--- src/rtl/serial_tx_cts.sv ---
module serial_tx_cts #(
  parameter int OSR = 16,
  parameter int DW  = 8
) (
  input  logic          clk,
  input  logic          rst_n,
  input  logic          tick,
  input  logic          wr_en,
  input  logic [DW-1:0] wr_data,
  input  logic          hs_en,
  input  logic          cts_n,
  input  logic          ovr_clr,
  output logic          txd,
  output logic          tx_irq,
  output logic          busy,
  output logic          wr_ovr
);
  localparam int CW = $clog2(OSR);
  localparam int FW = DW + 2;
  localparam int BW = $clog2(FW + 1);

  logic [CW-1:0] ph;
  logic [1:0]    cts_q;
  logic          buf_full;
  logic [DW-1:0] buf_q;
  logic          held, sending;
  logic [FW-1:0] fr;
  logic [BW-1:0] nbit;
  logic          bnd, go_ok, last, take, start;

  assign bnd   = tick && (ph == CW'(OSR - 1));
  assign go_ok = !hs_en || !cts_q[1];
  assign last  = sending && bnd && (nbit == BW'(FW - 1));
  assign take  = buf_full && ((!held && !sending) || last);
  assign start = go_ok && ((held && bnd) || (last && buf_full));

  assign txd  = sending ? fr[0] : 1'b1;
  assign busy = sending;

  always_ff @(posedge clk or negedge rst_n) begin
    if (!rst_n) begin
      ph    <= '0;
      cts_q <= 2'b11;
    end else begin
      cts_q <= {cts_q[0], cts_n};
      if (tick) ph <= (ph == CW'(OSR - 1)) ? '0 : ph + 1'b1;
    end
  end

  always_ff @(posedge clk or negedge rst_n) begin
    if (!rst_n) begin
      buf_full <= 1'b0;
      buf_q    <= '0;
      wr_ovr   <= 1'b0;
      tx_irq   <= 1'b0;
    end else begin
      tx_irq <= take;
      if (take) buf_full <= 1'b0;
      if (wr_en && !buf_full) begin
        buf_full <= 1'b1;
        buf_q    <= wr_data;
      end
      if (ovr_clr) wr_ovr <= 1'b0;
      else if (wr_en && buf_full) wr_ovr <= 1'b1;
    end
  end

  always_ff @(posedge clk or negedge rst_n) begin
    if (!rst_n) begin
      held    <= 1'b0;
      sending <= 1'b0;
      fr      <= '1;
      nbit    <= '0;
    end else begin
      if (take) fr <= {1'b1, buf_q, 1'b0};
      else if (sending && bnd) fr <= {1'b1, fr[FW-1:1]};

      if (start) nbit <= '0;
      else if (sending && bnd) nbit <= nbit + 1'b1;

      if (start) sending <= 1'b1;
      else if (last) sending <= 1'b0;

      if (start) held <= 1'b0;
      else if (take) held <= 1'b1;
    end
  end
endmodule


--- config.mk ---
export PLATFORM = sky130hd
export DESIGN_NAME = serial_tx_cts
export DESIGN_NICKNAME = d
export VERILOG_FILES = /design/src/rtl/serial_tx_cts.sv
export SDC_FILE = /design/constraint.sdc
export NUM_CORES = 1
export LEC_CHECK = 0
export ABC_AREA = 0
export BUFFER_PORTS_ARGS = -buffer_cell sky130_fd_sc_hd__buf_4
export CAP_MARGIN = 25
export CORE_UTILIZATION = 35
export CTS_BUF_LIST = sky130_fd_sc_hd__clkbuf_8
export DETAILED_ROUTE_END_ITERATION = 10
export GPL_TIMING_DRIVEN = 0
export MAX_ROUTING_LAYER = met4
export PLACE_DENSITY_LB_ADDON = 0.2
export SLEW_MARGIN = 20
export SYNTH_ARGS = -nofsm -noshare
export SYNTH_HDL_FRONTEND = slang
export SYNTH_SLANG_ARGS = --single-unit
--- constraint.sdc ---
create_clock -name clk -period 2.8 [get_ports clk]
set_clock_uncertainty 0.15 [all_clocks]
set_input_delay 0 -clock clk [delete_from_list [all_inputs] [get_ports clk]]
set_output_delay 0 -clock clk [all_outputs]
set_load 0.05 [all_outputs]
; ---- Yosys cells after proc, flatten, opt, wreduce, memory -nomap -nowiden
; Cells that the tools add are included.
; W data, S select, Z words.
[word_totals]
regBits = 33
rom_bits = 0
mem_count = 0
ram_bits = 0
latchBits = 0
[classes]
add_sub_neg = 2
n_eq_ne = 2
reduce_logical = 24
bitwise = 0
n_div = 0
mux = 14
n_mul = 0
shift = 0
magnitude_cmp = 0
[ops]
columns = cell, count
row1 = $mux W10, 2
row2 = $mux W4, 3
row3 = $reduce_bool A2 Y1, 6
row4 = $logic_and A1 B1 Y1, 10
row5 = $mux W1, 9
row6 = $add A4 B1 Y4 const B, 2
row7 = $eq A4 B4 Y1 const B, 2
row8 = $logic_not A1 Y1, 5
row9 = $logic_or A1 B1 Y1, 3

; ---- Longest topological paths before layout
[logic_depth]
ltp_word = 8
mapped_depth = 7

; ---- Worst setup path after synthesis
; OpenSTA, ideal clock, no wires.
[synth_timing]
kind = reg-to-reg
startpoint = register sending (netlist: busy)
endpoint = register fr[1]
n_path_buf = 1
arrival_ps = 1812
setup_slack_ps = 756
stages_incl_launch_ff = 6
setup_ps = 82
t_required_ps = 2568
period_less_slack_ps = 2044
path_cell_list = dfrtp_1 buf_4 and4b_1 and2_4 o21ai_4 mux2_2
[synth_between]
elab_chain_len = 5
word_cells_on_any_way = 8
classes_between = mux: 1 / reduce/logical: 7
[synth_lines]
columns = element, line_no
row1 = start: declaration, 26  ; logic held, sending;
row2 = start signal: assignment, 71  ; sending <= 1'b0;
row3 = start signal: assignment, 81  ; if (start) sending <= 1'b1;
row4 = start signal: assignment, 82  ; else if (last) sending <= 1'b0;
row5 = $logic_not A1 Y1 or $logic_and A1 B1 Y1 (tied branches), "34, 33, 76"
row6 = $logic_and A1 B1 Y1 (on tied branches), "34, 33"
row7 = $logic_or A1 B1 Y1, 34  ; assign take = buf_full && ((!held && !sending) || last);
row8 = $logic_and A1 B1 Y1, 34
row9 = $mux W10 or $reduce_bool A2 Y1 (tied branches), -
row10 = end signal: assignment, 75  ; if (take) fr <= {1'b1, buf_q, 1'b0};
row11 = end signal: assignment, 76  ; else if (sending && bnd) fr <= {1'b1, fr[FW-1:1]};
row12 = end: declaration, 27  ; logic [FW-1:0] fr;
; Several ways; a longest one is shown, not always the timed one.
; A chain may end at the register's enable or synchronous reset.

; ---- Worst setup path in the final report
[layout_timing]
startpoint = register ph[0]
endpoint = register fr[1]
[layout_between]
elab_chain_len = 7
word_cells_on_any_way = 8
classes_between = eq/ne: 1 / mux: 1 / reduce/logical: 6
[layout_lines]
columns = element, line_no
row1 = start: declaration, 22  ; logic [CW-1:0] ph;
row2 = start signal: assignment, 46  ; if (tick) ph <= (ph == CW'(OSR - 1)) ? '0 : ph + 1'b1;
row3 = $eq A4 B4 Y1 *, 31  ; assign bnd = tick && (ph == CW'(OSR - 1));
row4 = $logic_and A1 B1 Y1 *, 31
row5 = $logic_and A1 B1 Y1 *, "33, 76"
row6 = $logic_and A1 B1 Y1, 33  ; assign last = sending && bnd && (nbit == BW'(FW - 1));
row7 = $logic_or A1 B1 Y1, 34
row8 = $logic_and A1 B1 Y1, 34
row9 = $mux W10 or $reduce_bool A2 Y1 (tied branches), -
; Every way passes the cells marked *; elsewhere a longest branch is shown, timed or not.

==> summary.txt <==
Run status
  – Outcome: finished, final reports clean

STA
  – Time the final worst path needs with I/O delays and setup: 2078 ps
  – Minimum setup slack in the final design: 722.2 ps
  – Highest attainable clock frequency: 481.3 MHz
  – Max Slew Vio Count: 0
  – Unrepaired setup endpoints after global routing: false
  – Final-layout worst hold slack: 40.89 ps
  – Headroom to the max-slew limit: 66.95%
  – Worst-margin pin slew: 495.7 ps
  – Setup Viol. Count Final: 0
  – Number of endpoints with negative hold slack in the final report: 0
  – Setup TNS: 0 ps
  – Part of the cycle the worst path needs: 74.21%

Synthesis
  – Synthesis warning total: 0
  – Synthesized area divided by synthesized cell count: 13.05 um^2
  – Syn Inst Count: 113
  – Post-synthesis instance area: 1475 um^2
  – FF+latch count, synth: 32
  – Net count after synthesis: 131
  – Share of synthesized area occupied by flip-flops and latches: 55.22%
  – Number of library cell types mapped by synthesis: 30

Clock network
  – Master cell of the clock root buffer: sky130_fd_sc_hd__clkbuf_8
  – Clock tree from TritonCTS: done
  – Number of buffers between clock root and the deepest sink: 2
  – Post-CTS Setup Repair Bufs: 0
  – Hold-fix buffer count after cts: 15
  – H-tree Lvls: 2
  – Post_cts resized: 0
  – TritonCTS Buffers: 5
  – Worst-Skew Late Latency: 270 ps
  – Post-CTS clock slew at the launch and capture registers of the worst setup and hold paths: 60 ps
  – Total clock sinks: 32

Job
  – Max Cap Violations: 0

Pwr
  – Internal power consumption: 0.8232 mW
  – Power share of the clock group: 28.0%
  – Worst IR drop on VDD: 0.3767 mV
  – Switching part of the total: 25.41%
  – Switching component of the power: 0.2804 mW
  – Combinational group share of total power: 16.9%
  – Power share of the sequential group: 55.1%
  – Leakage power summed over all cells: 0.9005 nW
  – Power density of the placed cells: 581.0 nW/um^2
  – Total Power Consumption: 1.104 mW

Finish
  – Share of cells above drive strength 1: 41.83%
  – Net count of the finished layout: 171
  – Fillers: 388
  – Area growth from synthesis to layout: 28.75%
  – Core utilization of the finished layout: 47.14%
  – Diode insertion count for antenna repair: 0

GRT
  – Antenna violations before repair: 0
  – Grt ovf: 0
  – First-pass GRT wire length: 4422 um
  – Pin count of the biggest net entering global routing: 33
  – Tot GR Track Use: 13.80%
  – Via count of the first global-routing pass: 987

Worst setup path
  – Logic depth of the worst path, buffers included: 6
  – Top delay family on crit path: flip-flops
  – R2r worst-path depth: 6
  – Type of element launching the critical path: register
  – Cell at the slowest stage of the critical path: sky130_fd_sc_hd__dfrtp_1
  – Critical Path Fanout Max: 9
  – Endpoint class of the critical path: register
  – Critical Path, Cell by Cell: ha_1 -> and4_1 -> buf_6 -> and2_4 -> o21ai_4 -> mux2_2
  – Sum of buffers and inverters on the critical path: 1
  – Required time of the worst setup path: 2850 ps
  – Worst path arrival time: 2120 ps
  – Longest individual stage delay on the worst path: 400 ps
  – Worst setup path category: reg2reg

Placed design
  – Worst setup slack after placement: 705.5 ps
  – GPL Wtd Cong: 0.7152
  – DP Wirelength: 1685 um
  – Number of port buffers: 18

Die
  – Effective utilization at floorplan: 36.61%
  – Die Y: 66.92 um
  – Die area: 4478 um^2
  – Site Rows: 23
  – Core Box Area: 4029 um^2
  – I/O pin total: 19
  – Die boundary width: 66.92 um

Detailed routing
  – Remaining DRCs: 0
  – Wirelength, routed: 2456 um
  – Via/cell ratio: 4.626
  – First-pass detailed-route iteration total: 4
  – Via count: 939
  – Starting DRT DRC Count: 31
  – DRT antenna net count: 0
  – Detailed-route wire length per cell: 12.10 um

Worst hold path
  – Worst min-delay path class: in2async
[power groups by stage]
stage	Clock (mW)	Combinational, mW	Sequential, mW
final	0.309	0.187	0.608
after global routing	0.343	0.215	0.623
after CTS	0.324	0.191	0.609
after detailed placement	0	0.174	0.615
after global placement	0	0.164	0.609
after floorplan	0	0.123	0.602
[cell families after synthesis]
logic type | Yosys count | synth area share, %
flip-flops | 32 | 55.22
AND/OR/NAND/NOR | 28 | 10.10
multiplexers | 22 | 19.85
AO/OA/AOI/OAI | 14 | 6.108
buffers and inverters | 10 | 3.817
XOR/XNOR | 4 | 2.375
adder cells (fa/ha/maj) | 3 | 2.545
[worst paths after layout]
kind | start | to | slack, ps
setup / recovery | ph[0] | fr[1] | 720
hold / removal | rst_n | nbit[3] | 40
setup reg to reg | ph[0] | fr[1] | 720
hold reg to reg | cts_q[0] | cts_q[1] | 210
max in group asynchronous | rst_n | fr[4] | 2120
min in group clk | cts_q[0] | cts_q[1] | 210
[stage by stage]
step	cells	area (um^2)
final	203	1899
after global routing	203	1899
after CTS	203	1899
after detailed placement	181	1673
after global placement	181	1673
after floorplan	113	1475
[cells in the final DEF, fill, tap and decap left out, drive strengths merged]
cell type and instances:
xor2 3, mux2 22, or2 1, nand3 6, nand2 7, o21bai 1
nor2 7, buf 21, nor2b 1, and2 1, dlygate4sd3 15, ha 3
a21oi 6, and4 1, and3 1, nand2b 1, dfrtp 21, a221oi 1
nand4 1, dfstp 11, inv 8, and4b 1, o21ai 5, a22oi 1
xnor2 1, clkbuf 6
[synth_stat cells, drive strengths merged]
cell	count	share of area (%)
and2	1	0.59
or2	1	0.42
ha	3	2.5
nand3	6	2.0
and4	1	0.59
mux2	22	20
o21ai	5	2.5
nor2	7	1.8
dfrtp	21	36
a22oi	1	0.51
and3	1	0.42
buf	3	2.0
nand2	7	2.3
o21bai	1	0.51
a21oi	6	2.0
inv	6	1.5
dfstp	11	20
clkbuf	1	0.25
a221oi	1	0.59
and4b	1	0.68
nor2b	1	0.42
xor2	3	1.8
nand2b	1	0.42
xnor2	1	0.59
nand4	1	0.42
[flip-flops by register name, indices dropped and copies added (netlist names), 2 cells and up]
register / flops
fr: 9
ph: 4
nbit: 4
buf_q: 8
cts_q: 2
[layer usage]
| layer | up-vias | routed length [um] | track usage (%) |
|---|---|---|---|
| li1 | 466 | - | - |
| met4 | 0 | 33 | 6.383 |
| met3 | 4 | 95 | 3.082 |
| met5 | - | 0 | - |
| met1 | 450 | 1171 | 16.79 |
| met2 | 19 | 1155 | 21.72 |
[area by class of cell]
type                       count  area (um^2)  area share [%]
clock inverter                 2        7.507          0.3953
sequential                    32        814.5           42.89
clock buffer                   5        68.82           3.623
timing repair buffer          33        285.3           15.02
multi-input combinational     71        604.3           31.82
tap                           50        62.56           3.294
inverter                       6        22.52           1.186
buffer                         4        33.78           1.779
No activity file was read; power rests on OpenSTA's default activity.
